===== src/rtl/tws_pkg.sv =====
// Shared types for the two-wire memory slave.
// Assumes an 8-bit byte on the bus; the address width is set by the top.
package tws_pkg;
    localparam int BYTE_W = 8;
    localparam logic [3:0] DEV_TYPE = 4'b1010;

    typedef enum logic [2:0] {
        PH_IDLE,
        PH_RX,
        PH_ACK,
        PH_TX,
        PH_MACK
    } phase_t;

    typedef enum logic [1:0] {
        K_DEV,
        K_AHI,
        K_ALO,
        K_DATA
    } kind_t;
endpackage


===== src/rtl/tws_sampler.sv =====
// Synchronizes the bus clock and data lines into the system clock domain
// and derives clock edges and start/stop conditions from them.
// Assumes both lines idle high; the reset value is the idle level.
module tws_sampler #(
    parameter int SYNC_STAGES = 2
) (
    input  logic clk,
    input  logic rst_n,
    input  logic scl_in,
    input  logic sda_in,
    output logic sda_lvl,
    output logic scl_rise,
    output logic scl_fall,
    output logic start_det,
    output logic stop_det
);
    localparam int DEPTH = SYNC_STAGES + 1;

    logic [1:0] raw;
    logic [1:0] cur;
    logic [1:0] prv;

    assign raw = {sda_in, scl_in};

    generate
        for (genvar g = 0; g < 2; g++) begin : g_line
            logic [DEPTH-1:0] sh;
            // shift the line through the synchronizer plus one history flop
            always_ff @(posedge clk) begin
                if (!rst_n) sh <= '1;
                else        sh <= {sh[DEPTH-2:0], raw[g]};
            end
            assign cur[g] = sh[DEPTH-2];
            assign prv[g] = sh[DEPTH-1];
        end
    endgenerate

    assign sda_lvl   = cur[1];
    assign scl_rise  = cur[0] & ~prv[0];
    assign scl_fall  = ~cur[0] & prv[0];
    assign start_det = cur[0] & prv[0] & ~cur[1] & prv[1];
    assign stop_det  = cur[0] & prv[0] & cur[1] & ~prv[1];
endmodule


===== src/rtl/tws_addr_ctr.sv =====
// Array address counter: loads a location, steps within a page on writes
// and across the whole array on reads. Load wins over stepping.
module tws_addr_ctr #(
    parameter int ADDR_W = 13,
    parameter int PAGE_W = 5
) (
    input  logic              clk,
    input  logic              rst_n,
    input  logic              ld,
    input  logic [ADDR_W-1:0] ld_val,
    input  logic              inc_page,
    input  logic              inc_lin,
    output logic [ADDR_W-1:0] addr
);
    logic [PAGE_W-1:0] off_nxt;

    assign off_nxt = addr[PAGE_W-1:0] + PAGE_W'(1);

    // counter update by priority: load, page step, linear step
    always_ff @(posedge clk) begin
        if (!rst_n)        addr <= '0;
        else if (ld)       addr <= ld_val;
        else if (inc_page) addr <= {addr[ADDR_W-1:PAGE_W], off_nxt};
        else if (inc_lin)  addr <= addr + ADDR_W'(1);
    end

    assert_page_keep_R5: assert property (@(posedge clk) disable iff (!rst_n)
        $past(inc_page && !ld) |-> addr[ADDR_W-1:PAGE_W] == $past(addr[ADDR_W-1:PAGE_W]));
endmodule


===== src/rtl/tws_ctrl.sv =====
// Byte-level protocol engine of the slave: receives address and data bytes,
// decides acknowledge, shifts read data out and follows the master acknowledge.
// Assumes edge/condition strobes from tws_sampler and read data that is
// valid within one cycle of the counter address.
module tws_ctrl
    import tws_pkg::*;
#(
    parameter int ADDR_W = 13
) (
    input  logic              clk,
    input  logic              rst_n,
    input  logic              scl_rise,
    input  logic              scl_fall,
    input  logic              start_det,
    input  logic              stop_det,
    input  logic              sda_lvl,
    input  logic [2:0]        dev_sel,
    input  logic              wp,
    input  logic              wr_busy,
    input  logic [ADDR_W-1:0] ctr_addr,
    input  logic [BYTE_W-1:0] rd_data,
    output logic              sda_oe,
    output logic              ctr_ld,
    output logic [ADDR_W-1:0] ctr_ld_val,
    output logic              ctr_inc_page,
    output logic              ctr_inc_lin,
    output logic              wr_en,
    output logic [ADDR_W-1:0] wr_addr,
    output logic [BYTE_W-1:0] wr_data,
    output logic              prog_go
);
    localparam int HI_W = ADDR_W - BYTE_W;

    phase_t            phase;
    kind_t             kind;
    logic [3:0]        cnt;
    logic [BYTE_W-2:0] shreg;
    logic [BYTE_W-2:0] tx;
    logic [HI_W-1:0]   hi_q;
    logic              ack_q;
    logic              go_tx;
    logic              mack;
    logic              wrote;
    logic              oe_q;
    logic [BYTE_W-1:0] rx_byte;
    logic              byte_end;
    logic              byte_ack;
    kind_t             kind_nxt;

    assign rx_byte  = {shreg, sda_lvl};
    assign byte_end = (phase == PH_RX) && scl_rise && (cnt == 4'd7);

    // acknowledge decision for the byte completing on this rising edge
    always_comb begin
        case (kind)
            K_DEV:   byte_ack = (rx_byte[7:4] == DEV_TYPE) && (rx_byte[3:1] == dev_sel) && !wr_busy;
            K_DATA:  byte_ack = !wp;
            default: byte_ack = 1'b1;
        endcase
    end

    // field that follows the current one in a write-mode header
    always_comb begin
        case (kind)
            K_DEV:   kind_nxt = K_AHI;
            K_AHI:   kind_nxt = K_ALO;
            default: kind_nxt = K_DATA;
        endcase
    end

    assign ctr_ld       = byte_end && (kind == K_ALO);
    assign ctr_ld_val   = {hi_q, rx_byte};
    assign ctr_inc_page = byte_end && (kind == K_DATA) && !wp;
    assign ctr_inc_lin  = (phase == PH_TX) && scl_fall && (cnt == 4'd8);

    // protocol sequencing, bus conditions take priority over bit activity
    always_ff @(posedge clk) begin
        if (!rst_n) begin
            phase   <= PH_IDLE;
            kind    <= K_DEV;
            cnt     <= '0;
            shreg   <= '0;
            tx      <= '0;
            hi_q    <= '0;
            ack_q   <= 1'b0;
            go_tx   <= 1'b0;
            mack    <= 1'b0;
            wrote   <= 1'b0;
            oe_q    <= 1'b0;
            wr_en   <= 1'b0;
            wr_addr <= '0;
            wr_data <= '0;
            prog_go <= 1'b0;
        end else begin
            wr_en   <= 1'b0;
            prog_go <= 1'b0;
            if (start_det) begin
                phase <= PH_RX;
                kind  <= K_DEV;
                cnt   <= '0;
                oe_q  <= 1'b0;
                wrote <= 1'b0;
            end else if (stop_det) begin
                phase   <= PH_IDLE;
                cnt     <= '0;
                oe_q    <= 1'b0;
                prog_go <= wrote;
                wrote   <= 1'b0;
            end else begin
                case (phase)
                    PH_RX: begin
                        if (scl_rise && cnt < 4'd8) begin
                            shreg <= rx_byte[BYTE_W-2:0];
                            cnt   <= cnt + 4'd1;
                            if (cnt == 4'd7) begin
                                ack_q <= byte_ack;
                                case (kind)
                                    K_DEV: go_tx <= rx_byte[0];
                                    K_AHI: hi_q  <= rx_byte[HI_W-1:0];
                                    K_DATA: begin
                                        if (!wp) begin
                                            wr_en   <= 1'b1;
                                            wr_addr <= ctr_addr;
                                            wr_data <= rx_byte;
                                            wrote   <= 1'b1;
                                        end
                                    end
                                    default: ;
                                endcase
                            end
                        end else if (scl_fall && cnt == 4'd8) begin
                            if (ack_q) begin
                                oe_q  <= 1'b1;
                                phase <= PH_ACK;
                            end else begin
                                phase <= PH_IDLE;
                            end
                        end
                    end
                    PH_ACK: begin
                        if (scl_fall) begin
                            cnt <= '0;
                            if (kind == K_DEV && go_tx) begin
                                tx    <= rd_data[BYTE_W-2:0];
                                oe_q  <= ~rd_data[BYTE_W-1];
                                phase <= PH_TX;
                            end else begin
                                oe_q  <= 1'b0;
                                kind  <= kind_nxt;
                                phase <= PH_RX;
                            end
                        end
                    end
                    PH_TX: begin
                        if (scl_rise) begin
                            cnt <= cnt + 4'd1;
                        end else if (scl_fall && cnt != 4'd0) begin
                            if (cnt == 4'd8) begin
                                oe_q  <= 1'b0;
                                phase <= PH_MACK;
                            end else begin
                                tx   <= {tx[BYTE_W-3:0], 1'b0};
                                oe_q <= ~tx[BYTE_W-2];
                            end
                        end
                    end
                    PH_MACK: begin
                        if (scl_rise) begin
                            mack <= ~sda_lvl;
                        end else if (scl_fall) begin
                            if (mack) begin
                                tx    <= rd_data[BYTE_W-2:0];
                                oe_q  <= ~rd_data[BYTE_W-1];
                                cnt   <= '0;
                                phase <= PH_TX;
                            end else begin
                                phase <= PH_IDLE;
                            end
                        end
                    end
                    default: ;
                endcase
            end
        end
    end

    assign sda_oe = oe_q;

    assert_oe_after_fall_R3: assert property (@(posedge clk) disable iff (!rst_n)
        !$stable(oe_q) |-> $past(scl_fall || start_det || stop_det));

    assert_release_on_cond_R1: assert property (@(posedge clk) disable iff (!rst_n)
        $past(start_det || stop_det) |-> !oe_q);

    assert_prog_after_stop_R6: assert property (@(posedge clk) disable iff (!rst_n)
        prog_go |-> $past(stop_det));

    assert_no_protected_write_R7: assert property (@(posedge clk) disable iff (!rst_n)
        wr_en |-> $past(!wp));
endmodule


===== src/rtl/tws_mem_slave.sv =====
// Top of the two-wire memory slave: line sampler, protocol engine and
// address counter. Memory storage and the program-cycle timer are outside.
module tws_mem_slave
    import tws_pkg::*;
#(
    parameter int ADDR_W      = 13,
    parameter int PAGE_W      = 5,
    parameter int SYNC_STAGES = 2
) (
    input  logic              clk,
    input  logic              rst_n,
    input  logic              scl_in,
    input  logic              sda_in,
    output logic              sda_oe,
    input  logic [2:0]        dev_sel,
    input  logic              wp,
    input  logic              wr_busy,
    output logic [ADDR_W-1:0] mem_rd_addr,
    input  logic [BYTE_W-1:0] mem_rd_data,
    output logic              mem_wr_en,
    output logic [ADDR_W-1:0] mem_wr_addr,
    output logic [BYTE_W-1:0] mem_wr_data,
    output logic              prog_go
);
    logic              sda_lvl;
    logic              scl_rise;
    logic              scl_fall;
    logic              start_det;
    logic              stop_det;
    logic              ctr_ld;
    logic [ADDR_W-1:0] ctr_ld_val;
    logic              ctr_inc_page;
    logic              ctr_inc_lin;
    logic [ADDR_W-1:0] ctr_addr;

    tws_sampler #(.SYNC_STAGES(SYNC_STAGES)) u_smp (
        .clk       (clk),
        .rst_n     (rst_n),
        .scl_in    (scl_in),
        .sda_in    (sda_in),
        .sda_lvl   (sda_lvl),
        .scl_rise  (scl_rise),
        .scl_fall  (scl_fall),
        .start_det (start_det),
        .stop_det  (stop_det)
    );

    tws_ctrl #(.ADDR_W(ADDR_W)) u_ctl (
        .clk          (clk),
        .rst_n        (rst_n),
        .scl_rise     (scl_rise),
        .scl_fall     (scl_fall),
        .start_det    (start_det),
        .stop_det     (stop_det),
        .sda_lvl      (sda_lvl),
        .dev_sel      (dev_sel),
        .wp           (wp),
        .wr_busy      (wr_busy),
        .ctr_addr     (ctr_addr),
        .rd_data      (mem_rd_data),
        .sda_oe       (sda_oe),
        .ctr_ld       (ctr_ld),
        .ctr_ld_val   (ctr_ld_val),
        .ctr_inc_page (ctr_inc_page),
        .ctr_inc_lin  (ctr_inc_lin),
        .wr_en        (mem_wr_en),
        .wr_addr      (mem_wr_addr),
        .wr_data      (mem_wr_data),
        .prog_go      (prog_go)
    );

    tws_addr_ctr #(.ADDR_W(ADDR_W), .PAGE_W(PAGE_W)) u_ctr (
        .clk      (clk),
        .rst_n    (rst_n),
        .ld       (ctr_ld),
        .ld_val   (ctr_ld_val),
        .inc_page (ctr_inc_page),
        .inc_lin  (ctr_inc_lin),
        .addr     (ctr_addr)
    );

    assign mem_rd_addr = ctr_addr;
endmodule


===== config.mk =====
export PLATFORM = sky130hd
export DESIGN_NAME = tws_mem_slave
export DESIGN_NICKNAME = d
export VERILOG_FILES = /design/src/rtl/tws_pkg.sv /design/src/rtl/tws_sampler.sv /design/src/rtl/tws_addr_ctr.sv /design/src/rtl/tws_ctrl.sv /design/src/rtl/tws_mem_slave.sv
export SDC_FILE = /design/constraint.sdc
export NUM_CORES = 1
export LEC_CHECK = 0
export ABC_AREA = 0
export BUFFER_PORTS_ARGS = -buffer_cell sky130_fd_sc_hd__buf_2
export CAP_MARGIN = 15
export CORE_ASPECT_RATIO = 1.25
export CORE_MARGIN = 8
export CORE_UTILIZATION = 40
export DETAILED_ROUTE_END_ITERATION = 8
export GPL_TIMING_DRIVEN = 0
export SLEW_MARGIN = 15
export SYNTH_ARGS = -nofsm -noshare
export SYNTH_HDL_FRONTEND = slang
export SYNTH_SLANG_ARGS = --single-unit

===== constraint.sdc =====
create_clock -name clk -period 2.1 [get_ports clk]
set_input_delay 0.21 -clock clk [delete_from_list [all_inputs] [get_ports clk]]
set_output_delay 0.21 -clock clk [all_outputs]
set_load 0.01 [all_outputs]

==> summary.txt <==
Outcome
  • Status: finished clean

Cells and area
  • Number of diodes: 0
  • Share of layout cells above drive strength 1: 18.7%
  • Final core occ: a little under 50%
  • Synth-to-Final Area Change: 19.1%
  • Filler cell count: 891
  • Nets: around 530
  • Most frequent cells in the layout: dfxtp_1, buf_2, nand2_1, a21oi_1, nor2_1
  • Commonest non-fill, non-tap cell in the layout: dfxtp_1
  • Post-route cell area: between 0.004 and 0.005 mm²
  • Cell Count, Final, Fillers Out: approximately 630

Logic synthesis
  • Flops & latches, synth: 75
  • Syn Inst Count: roughly 440
  • EDFF count, synth: 0
  • Register area share after synthesis: a little over two fifths
  • Main flop type after synthesis: dfxtp_1
  • Mapped Area: ~0.0036 mm²
  • Largest family of logic cells by synthesized area: simple AND/OR/NAND/NOR gates
  • Multiplexer area fraction after synthesis: between 4 and 5%
  • Synth area leaders: dfxtp_1, a21oi_1, nand2_1, mux2i_1, nand3_1
  • Yosys top cell by area: dfxtp_1
  • Synth Net Count: 461
  • Syn avg cell area: around 8.2 µm²
  • Synth cell types: 61
  • Synth Area in Simple Gates: 25.4%
  • FFs w/ async S/R, synth: 0%
  • Synth Area in Compound Gates: between 10% and 20%
  • XOR/XNOR share of the synthesized area: 1.46%
  • Synth top area share: 41.7%
  • YS warnings: 0
  • Adder-cell share of the synthesized area: around 2.4%

Floorplanning
  • Site Rows: 38
  • DIE WIDTH: slightly above 100 µm
  • Ports: 54
  • Core area: 0.00870 mm²
  • Die area: approximately 0.012 mm²
  • Initial Util: about 41%
  • Die height: between 100 and 150 µm

Placement
  • Post-DP HPWL: roughly 7100 µm
  • Placed Instances: 610
  • PortBufs: 53
  • Cell Area, Placed: approximately 0.004 mm²
  • Place WS: -53.9 ps
  • Routability-driven placement congestion ratio: 0.879

Clocking
  • H-tree levels: 3
  • Num CTS Buffers: 9
  • Clk sinks: 75
  • Clk Latency, worst-skew pair: 350 ps
  • Clock slew at reported path FFs: around 70 ps
  • CTS tree: yes
  • CTS Buffer Depth: 2
  • Root buffer cell: clkbuf_8

Drt
  • Post-Route WL: 9710 µm
  • DR vias/cell: roughly 5.4
  • Post-route DRC: 0
  • Post-DRT Antenna Nets: 0
  • Max layer used: met4
  • Starting DRT DRC Count: around 150
  • Met3 WL: 576 µm
  • Via count: ~3400
  • Wire length on met2: ~4800 µm
  • DR pass1 iterations: 4
  • WL met1: 4090 µm
  • Average wire per standard cell: roughly 15 µm

Timing
  • Final Hold Fails: 0
  • Crit share post-route: a little over 90%
  • Peak Freq: about 510 MHz
  • Minimum clock period: slightly below 2000 ps
  • Worst Setup Slack, final: between 150 and 200 ps
  • Final Max Slew Viols: 0
  • Clk_skew: 7.81 ps
  • Final setup fails: 0
  • Worst slew margin: 49.2%
  • Measured slew at the worst slew-check pin: ~760 ps

Critical path
  • Critical Path RT: 2340 ps
  • CP Cell Sequence: nand4bb_2, or2_1, buf_6, o31ai_4, a21boi_0, o22ai_1
  • WP data arrival: 2190 ps
  • CP peak stage delay: about 380 ps
  • Worst-path maximum fanout: 8
  • Crit end category: register
  • Startpoint types: register
  • Setup CP Type: register to register
  • R2R setup slack: ~150 ps
  • Crit-path slowest cell: nand4bb_2

Pwr
  • Pwr Density: around 600 mW/mm²
  • Pleak: ~1.7 nW
  • Maximum VDD drop: around 420 µV
  • Tot Pwr: 2.57 mW

Worst hold path
  • Hold Crit Class: input pin to register

Global route
  • Initial antenna violation count: 0
  • Via count of the first global-routing pass: ~3300
  • Total Routing Usage GR: 16.5%
  • Gr ovfl total: 0
  • Global-route wire length before repair: 16100 µm
  • Largest net degree at the start of global routing: 12

Run
  • Max-Cap Viols: 0
## power by group
part | internal [mW] | switching [mW] | leakage [nW]
Sequential | 1.43 | 0.00360 | 0.605
Combinational | 0.0291 | 0.0568 | 0.972
Clock | 0.540 | 0.510 | 0.0902
Total | 2.00 | 0.571 | 1.67
## critical path, delay by kind of cell (launching register included)
kind	cells	cell delay [ps]
simple gates	2	690
compound gates	3	640
buf+inv	1	160
flops	1	360
## layout make-up
type | count | area (µm²) | share of cell area, %
inverters | 11 | 41.3 | 0.963
clock inverters | 3 | 40.0 | 0.934
repair buffers | 56 | 285 | 6.65
plain buffers | 29 | 151 | 3.53
multi-input cells | 322 | 1980 | 46.3
clock buffers | 12 | 135 | 3.15
flip-flops and latches | 75 | 1500 | 35.0
well taps | 120 | 150 | 3.50
## stage by stage
stage,hold slack [ps],TNS [ps]
floorplan,311,0
global placement,390,-1270
detailed placement,395,-720
CTS,19.2,0
global route,33.2,-0.260
finish,36.7,0
## synth_stat cells (all sizes together) (3+ instances only)
cell type and instances:
nand4 6, nand3 32, or2 3, inv 10, o21ai 17, buf 12
nand2b 10, dfxtp 75, a211oi 8, nand2 53, ha 7, a31oi 8
or3 7, nor3 5, nor3b 4, nor2 39, mux2i 17, o22ai 5
clkbuf 17, nand3b 4, and2 3, a21oi 49, xnor2 5
## path summary, 6_finish.rpt
check                        startpoint                    end  cells after the start
hold / removal                   sda_in  u_smp.g_line[1].sh[0]                      2
setup reg to reg  u_smp.g_line[0].sh[2]          u_ctr.addr[4]                      6
hold reg to reg   u_smp.g_line[1].sh[0]  u_smp.g_line[1].sh[1]                      1
setup / recovery  u_smp.g_line[0].sh[2]          u_ctr.addr[4]                      6
## registers in the layout (all words and copies together) (netlist names), 2 cells and up
name / count
u_ctl.wr_addr: 13
u_ctl.tx: 7
u_ctr.addr: 13
u_ctl.kind: 2
u_ctl.wr_data: 8
u_ctl.shreg: 7
u_ctl.phase: 3
u_ctl.hi_q: 5
u_ctl.cnt: 4
u_smp.g_line.sh: 6
## cell families after synthesis
family	count (synthesis)
simple gates	181
compound gates	111
mux	17
flops	75
fa+ha+maj	7
buf+inv	40
xor+xnor	6
## routing by layer
layer | global-route usage, % | up-vias
li1 | - | 1697
met1 | 19.4 | 1587
met2 | 28.0 | 91
met3 | 3.03 | 16
met4 | 8.53 | 0
met5 | 0 | -
## what timing repair did
action | in CTS | in global routing
hold buffers | 0 | 0
gates resized for setup | 3 | 11
gates cloned | 0 | 1
pin swaps | 0 | 2
buffers inserted | 0 | 2
endpoints found under the setup margin | 22 | 43
(Power assumes the default switching activity.)
